File: config.mk
export PLATFORM = sky130hd
export DESIGN_NAME = prg_bank_xlat
export DESIGN_NICKNAME = d
export VERILOG_FILES = /design/src/rtl/prg_xlat_pkg.sv /design/src/rtl/prg_window_decode.sv /design/src/rtl/prg_bank_select.sv /design/src/rtl/prg_bank_mask.sv /design/src/rtl/prg_bank_xlat.sv
export SDC_FILE = /design/constraint.sdc
export NUM_CORES = 1
export LEC_CHECK = 0
export CORE_MARGIN = 2
export CORE_UTILIZATION = 22
export DETAILED_ROUTE_END_ITERATION = 10
export MAX_ROUTING_LAYER = met4
export PLACE_DENSITY_LB_ADDON = 0.08
export SLEW_MARGIN = 20
export SYNTH_ARGS = -nofsm -noshare
export SYNTH_HDL_FRONTEND = slang
export SYNTH_SLANG_ARGS = --single-unit
File: constraint.sdc
create_clock -name vclk -period 1.4
set_clock_uncertainty 0.15 [all_clocks]
set_input_delay 0.21 -clock vclk [all_inputs]
set_output_delay 0.21 -clock vclk [all_outputs]
set_load 0.1 [all_outputs]
File: src/rtl/prg_xlat_pkg.sv
package prg_xlat_pkg;
  localparam int unsigned CPU_AW    = 16;
  localparam int unsigned BANK_OFS_W = 14;
  localparam int unsigned RAM_AW    = 13;
  localparam logic [2:0]  RAM_WIN_TAG = 3'b011;

  typedef enum logic [1:0] {
    MODE_SPAN_A    = 2'd0,
    MODE_SPAN_B    = 2'd1,
    MODE_PIN_FIRST = 2'd2,
    MODE_PIN_LAST  = 2'd3
  } bank_mode_e;
endpackage

File: src/rtl/prg_window_decode.sv
module prg_window_decode
  import prg_xlat_pkg::*;
(
  input  logic [CPU_AW-1:0] cpu_addr_i,
  output logic              rom_hit_o,
  output logic              ram_hit_o,
  output logic              upper_half_o
);
  always_comb begin
    rom_hit_o    = cpu_addr_i[CPU_AW-1];
    ram_hit_o    = (cpu_addr_i[CPU_AW-1:CPU_AW-3] == RAM_WIN_TAG);
    upper_half_o = cpu_addr_i[BANK_OFS_W];
  end

  always_comb begin
    p_sel_excl_r1: assert (!(rom_hit_o && ram_hit_o))
      else $error("rom and ram window both hit");
    p_low_none_r2: assert ((cpu_addr_i >= 16'h6000) || (!rom_hit_o && !ram_hit_o))
      else $error("select active below 0x6000");
  end
endmodule

File: src/rtl/prg_bank_select.sv
module prg_bank_select
  import prg_xlat_pkg::*;
#(
  parameter int unsigned BANK_REG_W = 5
) (
  input  logic [1:0]            bank_mode_i,
  input  logic [BANK_REG_W-1:0] bank_sel_i,
  input  logic                  upper_half_i,
  output logic [BANK_REG_W-1:0] bank_raw_o
);
  bank_mode_e mode;

  always_comb begin
    mode = bank_mode_e'(bank_mode_i);
    unique case (mode)
      MODE_SPAN_A, MODE_SPAN_B: bank_raw_o = {bank_sel_i[BANK_REG_W-1:1], upper_half_i};
      MODE_PIN_FIRST:           bank_raw_o = upper_half_i ? bank_sel_i : '0;
      MODE_PIN_LAST:            bank_raw_o = upper_half_i ? '1 : bank_sel_i;
      default:                  bank_raw_o = '0;
    endcase
  end

  always_comb begin
    p_pin_first_r5: assert (!(mode == MODE_PIN_FIRST && !upper_half_i) || bank_raw_o == '0)
      else $error("fixed-first half not bank 0");
    p_pin_last_r6: assert (!(mode == MODE_PIN_LAST && upper_half_i) || bank_raw_o == '1)
      else $error("fixed-last half not last bank");
    p_span_pair_r4: assert (!(mode == MODE_SPAN_A || mode == MODE_SPAN_B) ||
                            bank_raw_o[BANK_REG_W-1:1] == bank_sel_i[BANK_REG_W-1:1])
      else $error("span mode lost upper bank bits");
  end
endmodule

File: src/rtl/prg_bank_mask.sv
module prg_bank_mask #(
  parameter int unsigned BANK_REG_W = 5,
  parameter int unsigned NUM_BANKS  = 8,
  localparam int unsigned IDX_W_RAW = $clog2(NUM_BANKS),
  localparam int unsigned IDX_W     = (IDX_W_RAW == 0) ? 1 : IDX_W_RAW
) (
  input  logic [BANK_REG_W-1:0] bank_raw_i,
  output logic [IDX_W-1:0]      bank_idx_o
);
  if ((NUM_BANKS & (NUM_BANKS - 1)) != 0 || NUM_BANKS == 0) begin : g_bad_count
    $error("NUM_BANKS must be a power of two");
  end
  if (IDX_W_RAW > BANK_REG_W) begin : g_bad_width
    $error("NUM_BANKS exceeds bank register reach");
  end

  // power-of-two count: modulo is a truncation
  if (IDX_W_RAW == 0) begin : g_single
    assign bank_idx_o = '0;
  end else begin : g_multi
    assign bank_idx_o = bank_raw_i[IDX_W-1:0];
  end
endmodule

File: src/rtl/prg_bank_xlat.sv
module prg_bank_xlat
  import prg_xlat_pkg::*;
#(
  parameter int unsigned NUM_BANKS  = 8,
  parameter int unsigned BANK_REG_W = 5,
  localparam int unsigned IDX_W_RAW = $clog2(NUM_BANKS),
  localparam int unsigned IDX_W     = (IDX_W_RAW == 0) ? 1 : IDX_W_RAW,
  localparam int unsigned ROM_AW    = BANK_OFS_W + IDX_W_RAW
) (
  input  logic [CPU_AW-1:0]     cpu_addr_i,
  input  logic [BANK_REG_W-1:0] bank_sel_i,
  input  logic [1:0]            bank_mode_i,
  output logic [ROM_AW-1:0]     rom_addr_o,
  output logic [RAM_AW-1:0]     ram_addr_o,
  output logic                  rom_sel_o,
  output logic                  ram_sel_o
);
  logic                  rom_hit, ram_hit, upper_half;
  logic [BANK_REG_W-1:0] bank_raw;
  logic [IDX_W-1:0]      bank_idx;
  logic [ROM_AW-1:0]     rom_lin;

  prg_window_decode i_decode (
    .cpu_addr_i   (cpu_addr_i),
    .rom_hit_o    (rom_hit),
    .ram_hit_o    (ram_hit),
    .upper_half_o (upper_half)
  );

  prg_bank_select #(.BANK_REG_W(BANK_REG_W)) i_select (
    .bank_mode_i  (bank_mode_i),
    .bank_sel_i   (bank_sel_i),
    .upper_half_i (upper_half),
    .bank_raw_o   (bank_raw)
  );

  prg_bank_mask #(.BANK_REG_W(BANK_REG_W), .NUM_BANKS(NUM_BANKS)) i_mask (
    .bank_raw_i (bank_raw),
    .bank_idx_o (bank_idx)
  );

  if (IDX_W_RAW == 0) begin : g_one_bank
    assign rom_lin = cpu_addr_i[BANK_OFS_W-1:0];
  end else begin : g_banked
    assign rom_lin = {bank_idx[IDX_W_RAW-1:0], cpu_addr_i[BANK_OFS_W-1:0]};
  end

  always_comb begin
    rom_sel_o  = rom_hit;
    ram_sel_o  = ram_hit;
    rom_addr_o = rom_hit ? rom_lin : '0;
    ram_addr_o = ram_hit ? cpu_addr_i[RAM_AW-1:0] : '0;
  end

  always_comb begin
    p_rom_ofs_r3: assert (!rom_sel_o || rom_addr_o[BANK_OFS_W-1:0] == cpu_addr_i[BANK_OFS_W-1:0])
      else $error("rom offset mismatch");
    p_ram_ofs_r8: assert (!ram_sel_o || {3'b011, ram_addr_o} == cpu_addr_i)
      else $error("ram offset mismatch");
    p_idle_zero_r9: assert ((rom_sel_o || rom_addr_o == '0) && (ram_sel_o || ram_addr_o == '0))
      else $error("unselected address not zero");
  end
endmodule

==> results.yml, run 1 <==
run_status:
  status: "did not finish"
  lastStage: "4_1_cts"
  tool.error: "[ERROR DPL-0033] detailed placement checks failed during check placement."
synthesis:
  yosysMostFrequentCell: "and2_1"
  yosysWarnings: 0
  yosysTopAreaCell: "and2_4"
  syn_inst: 45
  seq_area_frac_synth_pct: 0
  yosysTopAreaCellShare_pct: 25.2
  synthTopCellsByCount: "and2_1, and2_4, and2_2"
  synth_nets: 68
  syn_area_per_cell_um2: 6.95
  netlist_area_um2: 313
  synth_area_leaders: "and2_4, and2_1, and2_2, buf_6, a21oi_1"
  ys_types: 13
placement:
  port_buffers: 53
  gp_congestion: 0.724
  place_area_um2: 1250
  place_inst: 114
  hpwl_mm: 1.74
die:
  die_h_um: 41.7
  ioPinCount: 55
  start_util_pct: 23.7
  die_w_um: 41.7
  num_rows: 13
clock_network:
  post_cts_resized: 47
  postCtsSetupBuffers: 1
  cts_hold_buf: 0
cell families after synthesis:
group	count (synthesis)	share of synthesized area, %
and+or+nand+nor	33	75.2
AOI/OAI and AO/OA	6	11.6
buffers and inverters	6	13.2
per-stage QoR:
step | util [%] | setup WS (ns) | hold slack [ns]
floorplan | - | -0.158 | 0.482
detailed placement | 94.9 | -0.498 | 0.989
global placement | 94.9 | -0.450 | 0.984
==> run 2: changes to the inputs <==
Settings changed: CORE_AREA set to 2 2 63 65, CORE_MARGIN 2 to unset, CORE_UTILIZATION 22 to unset, DIE_AREA set to 0 0 65 67, MAX_ROUTING_LAYER met4 to unset, PLACE_DENSITY_LB_ADDON 0.08 to 0.15.
==> results.yml, run 2 <==
global_routing:
  grt_pass1_vias: 542
  global_route.overflow_total: 0
  grt_pass1_wl_mm: 2.65
  antenna_found_initial: 0
  grtUsageTotal_pct: 7.60
  grt_max_degree: 12
run_status:
  status: "complete, no violations"
job:
  drv_cap: 0
critical_path:
  setup.worst_path.class: "in2out"
  critPathRequiredTime_ns: 1.04
  worstPathArrival_ns: 1.03
  slowest_delay_ns: 0.27
  end_kind: "output pin"
  cp.depth: 5
  crit_buf_inv: 3
  worstPathCellList: "buf_8 -> and3b_2 -> buf_6 -> and2_4 -> buf_12"
  critical-path-top-delay-family: "simple AND/OR/NAND/NOR gates"
  slowest_stage: "and3b_2"
  critPathMaxFanout: 7
  startpoint_type: "input port"
route:
  wl_mm: 1.71
  drt_iter0_markers: 5
  drtPass1Iterations: 3
  vias: 509
  vias_per_cell: 3.44
  wire_per_inst_um: 11.6
  drcViolationCount: 0
  detail-route-antenna-nets: 0
die:
  die-area_um2: 4360
  die_w_um: 65
  core_um2: 3610
  start_util_pct: 8.67
  die_h_um: 67
  ioPinCount: 55
  num_rows: 22
final_layout:
  layout_common_cells: "buf_12, and2_4, clkdlybuf4s50_1"
  seq_cells: 0
  layout_commonest_cell: "buf_12"
  n_antenna_cell: 0
  fillers: 349
  fin_nets: 125
  nClkBuffers: 0
  area.growth.synth_to_final_pct: 336
  seqCellArea_um2: 0
  drive_gt1_share_pct: 81.0
power_and_ir_drop:
  powerDensity_nw_per_um2: 498
  swShare_pct: 59.9
  power.clock.fraction_pct: 0
  power.internal_uw: 273
  p_comb_share_pct: 100.0
  p_leak_nw: 0.600
  pwr-share-seq_pct: 0
  power.switching_uw: 407
  ir_worst_vdd_uv: 226
synthesis:
  syn_area_per_cell_um2: 6.95
  yosysTopAreaCellShare_pct: 25.2
  ys_types: 13
  synth_nets: 68
  synth_area_leaders: "and2_4, and2_1, and2_2, buf_6, a21oi_1"
  yosysWarnings: 0
  netlist_area_um2: 313
  yosysTopAreaCell: "and2_4"
  yosysMostFrequentCell: "and2_1"
  syn_inst: 45
  synthTopCellsByCount: "and2_1, and2_4, and2_2"
  seq_area_frac_synth_pct: 0
placement:
  gp_congestion: 0.636
  hpwl_mm: 1.48
  dp_slack_ns: -0.441
  port_buffers: 53
timing:
  rsz0062_at_grt: "yes"
  fin_crit_ns: 1.39
  fin_ws_ns: 0.0110
  setup_viol: 0
  relSlewSlack_pct: 83.8
  drv_slew: 0
  clock.fmax_mhz: 720
  final_hold_viol_count: 0
  fin_worst_hold_slack_ns: 0.665
  tightest_slew_ns: 0.242
  period_share_pct: 99.2
worst_hold_path:
  hold_depth: 3
  hp-class: "in2out"
## run 2: through the flow
step	instances	TNS (ns)	instance area, um^2	total power, mW	util (%)
floorplan	45	-1.21	389	0.394	-
global placement	147	-9.89	1300	0.663	36.2
detailed placement	147	-10.20	1300	0.665	36.2
CTS	150	-0.831	1390	0.688	38.5
global route	148	-0.147	1370	0.700	37.9
finish	148	0	1370	0.680	37.9
## run 2: final timing paths
check / startpoint / endpoint / slack, ns
setup / recovery: cpu_addr_i[15] / ram_addr_o[0] / 0.01
hold / removal: cpu_addr_i[13] / rom_addr_o[13] / 0.66
## run 2: cell type report
| type | instances | area, um^2 | area share [%] |
|---|---|---|---|
| multi-input cells | 39 | 375 | 27.5 |
| well taps | 48 | 60.1 | 4.40 |
| repair buffers | 59 | 922 | 67.6 |
| inverters | 2 | 7.51 | 0.550 |
## run 2: what timing repair did
item | in CTS | in global routing
pin swaps | 15 | 0
setup endpoints to repair | 32 | 23
setup buffers | 2 | 0
gates resized for setup | 37 | 13
hold buffers | 0 | 0
cloned | 1 | 0
endpoints found under the hold margin | 0 | 0
## run 2: cells by family (layout without fill, tap and decap cells)
family / Yosys count / count (layout) / synth area share [%]
AND/OR/NAND/NOR: 33 / 33 / 75.2
buffers and inverters: 6 / 61 / 13.2
AO/OA/AOI/OAI: 6 / 6 / 11.6
## run 2: power groups by stage
stage	logic [mW]	clock network (mW)	registers, mW
after floorplan	0.394	0	0
after global placement	0.663	0	0
after detailed placement	0.665	0	0
after CTS	0.688	0	0
after global routing	0.700	0	0
final	0.680	0	0
## run 2: per-layer routing
layer,track usage (%),wire length (um)
met5,0,0
met4,0,0
met3,0.845,102
met2,16.0,1020
met1,8.50,592
## run 2: worst min-delay path, delay by kind of cell
family        cells  cell delay (ns)
buf+inv           2             0.24
simple gates      1             0.15
No activity file was read; power rests on OpenSTA's default activity.
